[config.mk]
export PLATFORM = sky130hd
export DESIGN_NAME = lfrtc_core
export DESIGN_NICKNAME = d
export VERILOG_FILES = /design/src/rtl/lfrtc_core.sv
export SDC_FILE = /design/constraint.sdc
export NUM_CORES = 1
export LEC_CHECK = 0
export ABC_AREA = 1
export BUFFER_PORTS_ARGS = -buffer_cell sky130_fd_sc_hd__clkbuf_2
export CELL_PAD_IN_SITES_DETAIL_PLACEMENT = 0
export CELL_PAD_IN_SITES_GLOBAL_PLACEMENT = 1
export CORE_MARGIN = 2
export CORE_UTILIZATION = 40
export DETAILED_ROUTE_END_ITERATION = 8
export PLACE_DENSITY_LB_ADDON = 0.1
export RECOVER_POWER = 25
export SYNTH_ARGS = -nofsm -noshare
export SYNTH_HDL_FRONTEND = slang
export SYNTH_SLANG_ARGS = --single-unit
[constraint.sdc]
create_clock -name clk -period 2.8 [get_ports clk]
set_input_delay 0.42 -clock clk [delete_from_list [all_inputs] [get_ports clk]]
set_output_delay 0.42 -clock clk [all_outputs]
set_load 0.01 [all_outputs]
[src/rtl/lfrtc_core.sv]
module lfrtc_core #(
  parameter int CNT_W  = 24,
  parameter int OVF_W  = 8,
  parameter int NCH    = 4,
  parameter int PRE_W  = 12,
  parameter int ADDR_W = 4
) (
  input  logic                   clk,
  input  logic                   rst_n,
  input  logic                   tick_en,
  input  logic                   bus_valid,
  input  logic [ADDR_W-1:0]      bus_addr,
  input  logic [31:0]            bus_wdata,
  output logic                   running,
  output logic [CNT_W+OVF_W-1:0] ext_ticks,
  output logic [NCH:0]           evt_flags,
  output logic                   irq
);
  localparam int EXT_W   = CNT_W + OVF_W;
  localparam int NEV     = NCH + 1;
  localparam int A_START = 0;
  localparam int A_DIV   = 1;
  localparam int A_CLR   = 2;
  localparam int A_EN    = 3;
  localparam int A_DIS   = 4;
  localparam int A_CMP0  = 8;

  logic             run_q;
  logic [PRE_W-1:0] div_q, ph_q;
  logic [CNT_W-1:0] cnt_q;
  logic [OVF_W-1:0] ovf_q;
  logic [NCH-1:0]   en_q, hit, cmp_wr;
  logic [NEV-1:0]   flag_q, set_v, clr_v;
  logic [CNT_W-1:0] cmp_q [NCH];

  wire wr_start = bus_valid && bus_addr == ADDR_W'(A_START) && bus_wdata[0];
  wire wr_div   = bus_valid && bus_addr == ADDR_W'(A_DIV);
  wire wr_en    = bus_valid && bus_addr == ADDR_W'(A_EN);
  wire wr_dis   = bus_valid && bus_addr == ADDR_W'(A_DIS);
  wire step     = run_q && tick_en && (ph_q >= div_q);
  wire at_max   = &cnt_q;
  wire [CNT_W-1:0] cnt_nx = cnt_q + 1'b1;

  assign clr_v = (bus_valid && bus_addr == ADDR_W'(A_CLR)) ? bus_wdata[NEV-1:0] : '0;
  assign set_v = {step && at_max, hit};

  always_ff @(posedge clk or negedge rst_n) begin
    if (!rst_n) begin
      run_q  <= 1'b0;
      div_q  <= '0;
      ph_q   <= '0;
      cnt_q  <= '0;
      ovf_q  <= '0;
      flag_q <= '0;
    end else begin
      if (wr_start && !run_q) begin
        run_q <= 1'b1;
        ph_q  <= '0;
      end else if (run_q && tick_en) begin
        ph_q <= (ph_q >= div_q) ? '0 : ph_q + 1'b1;
      end
      if (wr_div) div_q <= bus_wdata[PRE_W-1:0];
      if (step) begin
        cnt_q <= cnt_nx;
        if (at_max) ovf_q <= ovf_q + 1'b1;
      end
      flag_q <= set_v | (flag_q & ~clr_v);
    end
  end

  for (genvar i = 0; i < NCH; i++) begin : g_ch
    assign cmp_wr[i] = bus_valid && bus_addr == ADDR_W'(A_CMP0 + i);
    assign hit[i]    = step && en_q[i] && (cnt_nx == cmp_q[i]);

    always_ff @(posedge clk or negedge rst_n) begin
      if (!rst_n) begin
        cmp_q[i] <= '0;
        en_q[i]  <= 1'b0;
      end else begin
        if (cmp_wr[i]) cmp_q[i] <= bus_wdata[CNT_W-1:0];
        if (wr_dis && bus_wdata[i])     en_q[i] <= 1'b0;
        else if (wr_en && bus_wdata[i]) en_q[i] <= 1'b1;
      end
    end

    AST_CMP_ON_STEP: assert property (@(posedge clk) disable iff (!rst_n)
      ($rose(flag_q[i]) && !$past(cmp_wr[i])) |-> (cnt_q == cmp_q[i] && cnt_q != $past(cnt_q)));
    AST_CMP_GATED: assert property (@(posedge clk) disable iff (!rst_n)
      (!en_q[i] && !flag_q[i]) |=> !flag_q[i]);
  end

  assign running   = run_q;
  assign ext_ticks = {ovf_q, cnt_q};
  assign evt_flags = flag_q;
  assign irq       = |(flag_q & {1'b1, en_q});

  AST_HALTED_STILL: assert property (@(posedge clk) disable iff (!rst_n)
    !run_q |=> $stable(ext_ticks));
  AST_EXT_UNIT_STEP: assert property (@(posedge clk) disable iff (!rst_n)
    EXT_W'(ext_ticks - $past(ext_ticks)) <= EXT_W'(1));
  AST_WRAP_EXTENDS: assert property (@(posedge clk) disable iff (!rst_n)
    $rose(flag_q[NCH]) |-> (cnt_q == '0 && ovf_q != $past(ovf_q)));
  AST_RUN_STICKY: assert property (@(posedge clk) disable iff (!rst_n)
    run_q |=> run_q);
  AST_IRQ_QUIET: assert property (@(posedge clk) disable iff (!rst_n)
    !(|flag_q) |-> !irq);
endmodule

==> out/results.ini <==
[synthesis]
synth_fa_ha_area_share_pct = 2.048
yosysMostFrequentCell = nand2_1
synthXorXnorAreaFrac_pct = 1.721
syn-instance-count = 1288
synthMuxAreaShare_pct = 0.6145
synth_top_family_by_area = simple AND/OR/NAND/NOR gates
synth-compound-area-share_pct = 9.231
synth-simple-area-share_pct = 33.85
synth-warning-count = 0
syn_nets = 1343
async_flop_share_pct = 100.0
synth.area.top_cells = dfrtp_1 44%, nand2_1 17%, nand3_1 7.7%
syn_avg_cell_area_um2 = 7.114
yosys-top-cells-count = 418 x nand2_1, 171 x inv_1, 162 x dfrtp_1
synth_area_um2 = 9163
yosysSeqAreaShare_pct = 44.24
ys_ff_latch = 162
synthDistinctLibCells = 37
synthFlopType = dfrtp_1
synth_top_cell_by_area = dfrtp_1
synth-edff-count = 0
synth_top_cell_area_share_pct = 44.24

[routing]
wl_um = 26620
dr.pass1.iters = 5
antenna_left = 0
wl_per_cell_um = 15.98
avgViaCountPerCell = 4.888
num_vias = 8139
drc = 0
drtIter0Drc = 514

[die]
pin_count = 79
fp.dieW_um = 155.4
floorplan.die_area_um2 = 24130
start_util_pct = 40.59
die_h_um = 155.4
core-area_um2 = 22570
fp-row-count = 55

[sta]
finalMaxSlewViolations = 63
period_share_pct = 89.52
hold_viol_final = 0
post-route-min-period_ps = 2506
rsz0062_at_grt = no
whs_ps = 234.8
slew_headroom_pct = -16.89
final-setup-viol-count = 0
tns_ps = 0
fin_skew_ps = 15.22
worst_pin_slew_ps = 1753
timing.fmax_mhz = 399.0

[global_routing]
antenna_found_initial = 0
gr-usage-all-layers_pct = 22.96
grt_pass1_wl_um = 42680
grt-ovfl-total = 0
grt_pass1_vias = 7791
grt_max_degree = 64

[clock_network]
postCtsSetupBuffers = 0
clock_path_buffers = 2
cts.sinks = 162
clk_pin_slew_worst_paths_ps = 70
hold_buffers = 0
cts-root-buf = clkbuf_16
post_cts_resize_count = 0
clk_latency_ps = 440
cts_made_buffers = 17
cts_tree = yes
htree_levels = 4

[worst_setup_path]
crit_fanout = 6
start_kind = flip-flop
rr_startpoint = cnt_q[1]
startpoint = cnt_q[1]
worstPathRequired_ps = 3180
critPathCaptureType = flip-flop
cp_data_arrival_time_ps = 2890
criticalPathCategory = reg -> reg

[cells_and_area]
multi_input_comb_area_um2 = 4367
seq_area_um2 = 4054
fin_cells = 1665
area_delta_synth_final_pct = 15.61
drive_above_1_share_pct = 11.67
final_nets = 1423
fill_cells = 2332
final_util_pct = 46.93
n_antenna_cell = 0

[power]
p_per_area_nw_per_um2 = 761.4
cellLeakagePower_nw = 5.440
irDropWorstVdd_v = 0.0003250

[min_path]
min_from = bus_wdata[20]
hold_class = in -> reg

[place]
dp_cells = 1634
dpl.hpwl_um = 19460
port_buffers = 70
place_congestion = 0.7809

[status]
status = finished, violations left
violations = max-capacitance violations, max-slew violations

[job]
max_cap_violations = 1

==> final cells by class <==
class | count | share of cell area (%)
clock inverter | 13 | 1.843
sequential | 162 | 38.27
multi-input combinational | 924 | 41.22
timing repair buffer | 89 | 4.985
inverter | 174 | 6.166
tap | 285 | 3.366
clock buffer | 18 | 4.146
==> state kept, by name, indices dropped and copies added, names as in the netlist <==
signal / cells
evt_flags: 5
cmp_q: 96
running: 1
cnt_q: 24
div_q: 12
en_q: 4
ovf_q: 8
ph_q: 12
==> path summary, 6_finish.rpt <==
kind                           endpoint  slack (ps)  depth (start not counted)
max in group asynchronous     cmp_q[78]         490                          2
setup / recovery           evt_flags[2]         290                         15
setup reg to reg           evt_flags[2]         290                         15
min in group asynchronous     cmp_q[12]         450                          1
hold reg to reg                ovf_q[7]         470                          1
hold / removal                cmp_q[20]         230                          3
==> layout by cell type, fill, tap and decap left out, drive strengths merged, types with 13 or more instances in the layout <==
master / Yosys / layout
nand2: 430 / 430
inv: 173 / 178
dfrtp: 162 / 162
nand3: 142 / 142
o21ai: 130 / 130
nor2: 125 / 125
clkbuf: 26 / 89
a21oi: 25 / 25
buf: 2 / 18
ha: 15 / 15
xor2: 13 / 13
==> worst max-delay path, cell delays in order, from the launching register on <==
cell	delay (ps)
dfrtp_1	410
ha_1	280
nand2_4	130
nor2_8	160
nand3_1	250
nand2_1	190
inv_1	60
nor2_2	170
nand2_1	70
nand2_1	60
nand2_1	70
nor2_1	190
nand2_1	140
nor2_1	100
nand2_1	100
nand2_1	70
==> power breakdown <==
| group | leakage, nW | switching, mW | internal, mW |
|---|---|---|---|
| clock | 0.300 | 1.05 | 1.53 |
| sequential | 2.02 | 0.395 | 2.82 |
| combinational | 3.12 | 1.47 | 0.801 |
==> routing by layer <==
metal | vias up | part of all wire [%] | wire length (um) | track usage, %
li1 | 4239 | - | - | -
met1 | 3720 | 51 | 13520 | 33.23
met2 | 155 | 44 | 11760 | 36.26
met3 | 25 | 3.6 | 949 | 3.454
met4 | 0 | 1.4 | 384 | 5.636
met5 | - | 0 | 0 | 0
==> per-stage QoR <==
stage | area [um2] | power, mW | setup slack [ps]
floorplan | 9163 | 4.752 | 789.8
global placement | 9980 | 5.507 | 342.2
detailed placement | 9980 | 5.546 | 315.8
CTS | 10610 | 8.154 | 283.7
global route | 10590 | 8.667 | 37.45
finish | 10590 | 8.065 | 293.6
==> kinds of logic after synthesis <==
family | count (synthesis)
simple gates | 724
buf+inv | 202
xor+xnor | 18
mux | 5
fa+ha+maj | 15
compound gates | 162
flops | 162
No activity file was read; power rests on OpenSTA's default activity.
